### src/rtl/ser7_pkg.sv
package ser7_pkg;
  localparam int LANES_DEF = 4;
  localparam int BITS_DEF  = 7;
  localparam logic [BITS_DEF-1:0] CLK_PAT_DEF = 7'b1100011;
endpackage

### src/rtl/ser7_capture.sv
module ser7_capture #(
  parameter int W = 28
) (
  input  logic         clk,
  input  logic         rst_n,
  input  logic         pclk,
  input  logic         edge_rise,
  input  logic [W-1:0] din,
  output logic [W-1:0] word
);
  logic pclk_q;
  logic rise_hit, fall_hit, take;

  assign rise_hit = pclk & ~pclk_q;
  assign fall_hit = ~pclk & pclk_q;
  assign take     = edge_rise ? rise_hit : fall_hit;

  always_ff @(posedge clk or negedge rst_n) begin
    if (!rst_n) begin
      pclk_q <= 1'b0;
      word   <= '0;
    end else begin
      pclk_q <= pclk;
      if (take) word <= din;
    end
  end

  AST_RISE_CAPTURE: assert property (@(posedge clk) disable iff (!rst_n)
    (edge_rise && pclk && !pclk_q) |=> (word == $past(din)));
  AST_FALL_CAPTURE: assert property (@(posedge clk) disable iff (!rst_n)
    (!edge_rise && !pclk && pclk_q) |=> (word == $past(din)));
  AST_HOLD_NO_EDGE: assert property (@(posedge clk) disable iff (!rst_n)
    (pclk == pclk_q) |=> $stable(word));
endmodule

### src/rtl/ser7_lane.sv
module ser7_lane #(
  parameter int W = 7
) (
  input  logic         clk,
  input  logic         rst_n,
  input  logic         load,
  input  logic [W-1:0] par,
  output logic         ser
);
  logic [W-1:0] sh;

  always_ff @(posedge clk or negedge rst_n) begin
    if (!rst_n)    sh <= '0;
    else if (load) sh <= par;
    else           sh <= sh >> 1;
  end

  assign ser = sh[0];

  AST_FIRST_BIT: assert property (@(posedge clk) disable iff (!rst_n)
    load |=> (ser == $past(par[0])));
  AST_SHIFT_ORDER: assert property (@(posedge clk) disable iff (!rst_n)
    !load |=> (sh == ($past(sh) >> 1)));
endmodule

### src/rtl/ser7_drive.sv
module ser7_drive #(
  parameter int N = 4
) (
  input  logic         clk,
  input  logic         rst_n,
  input  logic         pd_n,
  input  logic [N-1:0] lane_in,
  input  logic         clk_in,
  output logic [N-1:0] lane_out,
  output logic         clk_out,
  output logic         oe
);
  always_ff @(posedge clk or negedge rst_n) begin
    if (!rst_n) oe <= 1'b0;
    else        oe <= pd_n;
  end

  assign lane_out = oe ? lane_in : '0;
  assign clk_out  = oe & clk_in;

  AST_PD_SILENT: assert property (@(posedge clk) disable iff (!rst_n)
    !pd_n |=> (!oe && lane_out == '0 && !clk_out));
  AST_PD_RESUME: assert property (@(posedge clk) disable iff (!rst_n)
    pd_n |=> oe);
endmodule

### src/rtl/ser7_link_tx.sv
module ser7_link_tx
  import ser7_pkg::*;
#(
  parameter int LANES = LANES_DEF,
  parameter int BITS  = BITS_DEF,
  parameter logic [BITS-1:0] CLK_PAT = CLK_PAT_DEF
) (
  input  logic                  bit_clk,
  input  logic                  rst_n,
  input  logic                  pix_clk,
  input  logic                  frame_strobe,
  input  logic                  rise_sel,
  input  logic                  pd_n,
  input  logic [LANES*BITS-1:0] pix_word,
  output logic [LANES-1:0]      lane_out,
  output logic                  clk_lane_out,
  output logic                  drive_en
);
  localparam int WORD = LANES * BITS;
  localparam int CW   = $clog2(BITS) + 1;

  logic [WORD-1:0]  held;
  logic [LANES-1:0] lane_raw;
  logic             clk_raw;

  ser7_capture #(.W(WORD)) i_cap (
    .clk(bit_clk), .rst_n(rst_n), .pclk(pix_clk),
    .edge_rise(rise_sel), .din(pix_word), .word(held)
  );

  for (genvar k = 0; k < LANES; k++) begin : g_lane
    ser7_lane #(.W(BITS)) i_lane (
      .clk(bit_clk), .rst_n(rst_n), .load(frame_strobe),
      .par(held[k*BITS +: BITS]), .ser(lane_raw[k])
    );
  end

  ser7_lane #(.W(BITS)) i_clk_lane (
    .clk(bit_clk), .rst_n(rst_n), .load(frame_strobe),
    .par(CLK_PAT), .ser(clk_raw)
  );

  ser7_drive #(.N(LANES)) i_drv (
    .clk(bit_clk), .rst_n(rst_n), .pd_n(pd_n),
    .lane_in(lane_raw), .clk_in(clk_raw),
    .lane_out(lane_out), .clk_out(clk_lane_out), .oe(drive_en)
  );

  // spacing watch for the strobe input
  logic [CW-1:0] since_strobe;
  logic          strobe_seen;

  always_ff @(posedge bit_clk or negedge rst_n) begin
    if (!rst_n) begin
      since_strobe <= '0;
      strobe_seen  <= 1'b0;
    end else if (frame_strobe) begin
      since_strobe <= '0;
      strobe_seen  <= 1'b1;
    end else if (since_strobe != {CW{1'b1}}) begin
      since_strobe <= since_strobe + 1'b1;
    end
  end

  AST_STROBE_SPACING: assert property (@(posedge bit_clk) disable iff (!rst_n)
    (frame_strobe && strobe_seen) |-> (since_strobe == CW'(BITS-1)));
  AST_CLK_LANE_HEAD: assert property (@(posedge bit_clk) disable iff (!rst_n)
    (frame_strobe && pd_n) |=> (clk_lane_out == CLK_PAT[0]));
  AST_IDLE_BEFORE_STROBE: assert property (@(posedge bit_clk) disable iff (!rst_n)
    (!strobe_seen && !frame_strobe) |=> (lane_out == '0 && !clk_lane_out));
endmodule

### config.mk
export PLATFORM = sky130hd
export DESIGN_NAME = ser7_link_tx
export DESIGN_NICKNAME = d
export VERILOG_FILES = /design/src/rtl/ser7_pkg.sv /design/src/rtl/ser7_capture.sv /design/src/rtl/ser7_lane.sv /design/src/rtl/ser7_drive.sv /design/src/rtl/ser7_link_tx.sv
export SDC_FILE = /design/constraint.sdc
export NUM_CORES = 1
export LEC_CHECK = 0
export BUFFER_PORTS_ARGS = -buffer_cell sky130_fd_sc_hd__clkbuf_2
export CAP_MARGIN = 20
export CORE_MARGIN = 8
export CORE_UTILIZATION = 50
export CTS_BUF_LIST = sky130_fd_sc_hd__clkbuf_4 sky130_fd_sc_hd__clkbuf_8
export DETAILED_ROUTE_END_ITERATION = 12
export PLACE_DENSITY = 0.7
export SLEW_MARGIN = 40
export SYNTH_ARGS = -nofsm -noshare
export SYNTH_HDL_FRONTEND = slang
export SYNTH_HIERARCHICAL = 1
export SYNTH_SLANG_ARGS = --single-unit
export TNS_END_PERCENT = 20
### constraint.sdc
create_clock -name bit_clk -period 2.82 [get_ports bit_clk]
set_input_delay 0.846 -clock bit_clk [delete_from_list [all_inputs] [get_ports bit_clk]]
set_output_delay 0.846 -clock bit_clk [all_outputs]
set_load 0.05 [all_outputs]
== After elaboration in Yosys (flattened, before gate mapping) ==
Cells that the tools add are included.
Storage, ports and cells
  flip-flop bits (word level): 65
  output and inout bits: 6
  logic and storage cells: 20
Operators by class
  multiplexer cells: 7
  bitwise logic cells: 5
Operators with widths (count)
  7-bit 2-to-1 mux: 5
  4-bit 2-to-1 mux: 1
  1-bit AND: 3
  1-bit inverter: 2
  1-bit 2-to-1 mux: 1

== Longest topological paths before layout ==
  depth in word-level cells: 3
  gate-level depth with buffers: 5
  gate-level depth less buffers: 3

== Hierarchy ==
The synthesis kept the hierarchy.
Modules (own cells, without submodules)
  ser7_capture: times used 1, cells each 256, area an instance 2250.9 um^2, sequential area each 725.7 um^2
  ser7_lane: times used 5, cells each 15, area an instance 284.0 um^2, sequential area each 175.2 um^2
  ser7_drive: times used 1, cells each 6, area an instance 56.3 um^2, sequential area each 25.0 um^2
  ser7_link_tx: times used 1, cells each 2, area an instance 7.5 um^2, sequential area each 0.0 um^2

== Least setup slack after synthesis ==
OpenSTA, ideal clock, no wires.
  path kind: register -> output
  start: register i_drv.oe
  end: output port clk_lane_out
  arrival: 1145 ps
  path slack: 829 ps
  cell stages (with the launch flop): 2
  path buffers: 0
  cells stage by stage: dfrtp_1 and2_1
Between the ends
  longest elaborated chain between the ends: 1
RTL lines
  from (decl): line ser7_drive.sv:11  | output logic oe
  from (signal assigned): line ser7_drive.sv:15  | else oe <= pd_n;
  1-bit AND: line ser7_drive.sv:19  | assign clk_out = oe & clk_in;
  to (decl): line ser7_link_tx.sv:16  | output logic clk_lane_out,
Every way passes these cells.

== Worst setup path after layout ==
  start: register i_drv.oe
  end: output port lane_out[3]
Between the ends
  longest elaborated chain between the ends: 1
RTL lines
  4-bit 2-to-1 mux: line ser7_drive.sv:18  | assign lane_out = oe ? lane_in : '0;
  to (decl): line ser7_link_tx.sv:15  | output logic [LANES-1:0] lane_out,
Every way passes these cells.

==> results.md <==
* Outcome: complete, no violations
* P_leak at 1.67 nW
* Worst Tran Pin Value at 0.824 ns
* Worst-case clock buffer depth at 2
* Placed insts at 454
* Max-Cap Viols at 0
* Largest net degree at the start of global routing at 85
* Cell-internal power at 0.00186 W
* Clock sink count at 65
* # port buffers at 39
* First-pass GRT wire length at 11.9 mm
* Setup bufs post-CTS at 0
* Sequential Power Share at 47.7%
* Setup TNS at 0 ns
* DRT Pass-1 Iters at 4
* Multi-input gate area in the final layout at 1810 um^2
* Initial Utilization at 51.5%
* Post-CTS resize count at 0
* Nets at 400
* Initial antenna violation count at 0
* Ys Warns at 6
* Total number of vias at 2542
* Clock latency on the worst-skew pair at 0.33 ns
* Commonest cells in the netlist: dfrtp_1, nor2b_1, o21ai_1, mux2_4
* Die area at 10500 um^2
* Placed Area at 3840 um^2
* Slew Limit Fails at 0
* Critical Path AT at 1.25 ns
* Row cnt at 31
* Leading area contributor after synthesis: dfrtp_1
* Critical Path Sink Type: output pin
* Relative slew slack at 45.1%
* Gate power share at 19.3%
* CTS HTree Levels at 3
* P&R area growth vs syn at 8.41%
* HP Class: flip-flop to flip-flop
* Final wirelength at 7.02 mm
* Synthesized area per cell at 11.0 um^2
* Via-to-Cell Ratio at 5.41
* Tmin final at 2.10 ns
* Fin cells at 470
* Worst-path clk slew at 0.07 ns
* Final period utilization at 74.4%
* Antenna-violating nets left at 0
* Critical path required time at 1.97 ns
* Design area at 4050 um^2
* DRC viols at 0
* Max VDD drop at 0.392 mV
* Switch Pwr at 0.000673 W
* Number of global-route vias before repair at 2528
* Max Fanout on Critical Path at 6
* Share of layout cells above drive strength 1 at 26.4%
* Synthesized netlist cell count at 339
* Startpoint types: flip-flop
* Power density over the cells at 624 nW/um^2
* Fillers at 643
* Worst-path cell chain: and2_1 > clkbuf_2
* CTS root buffer: clkbuf_8
* Fmax at 477 MHz
* Clock Skew at 0.00568 ns
* Grt ovf at 0
* Detailed Place HPWL at 4.37 mm
* Die Wd at 102 um
* Placeable Area at 7250 um^2
* Area share of the largest cell type after synthesis at 43.6%
* Cell with the most instances after synthesis: dfrtp_1
* Hold-fix buffers, CTS at 0
* Ys async rst share at 100%
* Post-synth EDFFs at 0
* Most used DFF post-synth: dfrtp_1
* CTS tree: done
* Synth area leaders: dfrtp_1, mux2_4, nor2b_1, o21ai_1, o311a_1
* Reg area at 1630 um^2
* RSZ-0062 raised after global routing: false
* Critical-path top delay cell: dfrtp_1
* I/O Pins at 40
* Overall Global Routing Usage at 14.5%
* Clk network pwr share at 33.0%
* Ant diodes at 0
* Iteration-0 DRC count of the detailed router at 157
* Register area share after synthesis at 43.6%
* Unique cell type count in the Yosys netlist at 16
* Final setup fails at 0
* Post-synthesis register bit count at 65
* Area of the mapped netlist at 3730 um^2
* Final hold vios at 0
* DR WL/cell at 14.9 um
* CTS Buf Count at 9
* Crit path largest cell delay at 0.45 ns
* Final RePlAce weighted congestion at 0.715
* Die height at 102 um
* Setup Crit Path Kind: flip-flop to output pin
* Sw frac at 26.6%
[path summary, 6_finish.rpt]
kind | start | end | slack [ns] | depth (start not counted)
min in group asynchronous | rst_n | i_cap/word[7] | 0.51 | 2
worst min-delay path | g_lane[3].i_lane/sh[2] | g_lane[3].i_lane/sh[1] | 0.47 | 1
worst max-delay path | i_drv/oe | lane_out[3] | 0.72 | 2
worst min register to register | g_lane[3].i_lane/sh[2] | g_lane[3].i_lane/sh[1] | 0.47 | 1
worst max register to register | i_cap/pclk_q | i_cap/word[17] | 1.20 | 4
max in group asynchronous | rst_n | i_cap/pclk_q | 1.99 | 2
[layer usage]
metal,vias up,part of all wire (%),global-route usage (%)
met5,-,0,0
met4,0,1.1,4.74
met3,6,3.6,4.36
met2,32,47,22.7
met1,1242,48,18.5
li1,1262,-,-
[through the flow]
step	hold WS (ns)	total power [W]	utilization [%]	setup WS (ns)
after floorplan	0.458	0.00161	-	0.829
after global placement	0.459	0.00169	52.9	0.649
after detailed placement	0.463	0.00172	52.9	0.645
after CTS	0.473	0.00256	55.8	0.690
after global routing	0.487	0.00267	55.8	0.625
final	0.472	0.00253	55.8	0.723
[layout by cell type (no fill, tap or decap)]
master     netlist  layout
and2_1           6       6
and2_2           5       5
buf_12           0       2
buf_2            3       1
buf_4            5       5
bufinv_16        0       2
clkbuf_2         0      38
clkbuf_8         0       9
clkinv_2         0       5
conb_1           2       7
dfrtp_1         65      64
dfrtp_4          0       1
mux2_4          30      30
nor2b_1         56      56
nor3_1          28      28
nor3b_1         28      28
o21ai_1         56      56
o311a_1         28      28
[logic make-up (layout without fill, tap and decap cells)]
group / count (synthesis) / count (layout) / synth area share [%]
other: 2 / 7 / 0.201
buffers and inverters: 35 / 62 / 8.41
DFF: 65 / 65 / 43.6
AOI/OAI and AO/OA: 84 / 84 / 15.0
muxes: 30 / 30 / 12.1
and+or+nand+nor: 123 / 123 / 20.8
[sequential cells by signal, indices dropped and copies added (netlist names)]
name and cells:
i_clk_lane/sh 7, i_drv/oe 1, i_cap/word 28, i_cap/pclk_q 1, g_lane.i_lane/sh 28
[worst max-delay path, delay by kind of cell, from the launching register on]
family | cells | cell delay (ns)
flip-flops | 1 | 0.45
AND/OR/NAND/NOR | 1 | 0.19
buffers and inverters | 1 | 0.28
[area by class of cell]
cell class / instances / share of cell area (%)
Timing Repair Buffer: 46 / 6.74
Sequential cell: 65 / 40.3
Tap cell: 99 / 3.06
Clock buffer: 9 / 3.06
Clock inverter: 7 / 2.10
Multi-Input combinational cell: 244 / 44.8
[power by group through the flow]
stage,logic (W),clock network (W),registers (W)
after floorplan,0.000422,0,0.00118
after global placement,0.000476,0,0.00121
after detailed placement,0.000492,0,0.00123
after CTS,0.000495,0.000859,0.00121
after global routing,0.000537,0.000905,0.00123
final,0.000488,0.000834,0.00121
(Power assumes the default switching activity.)
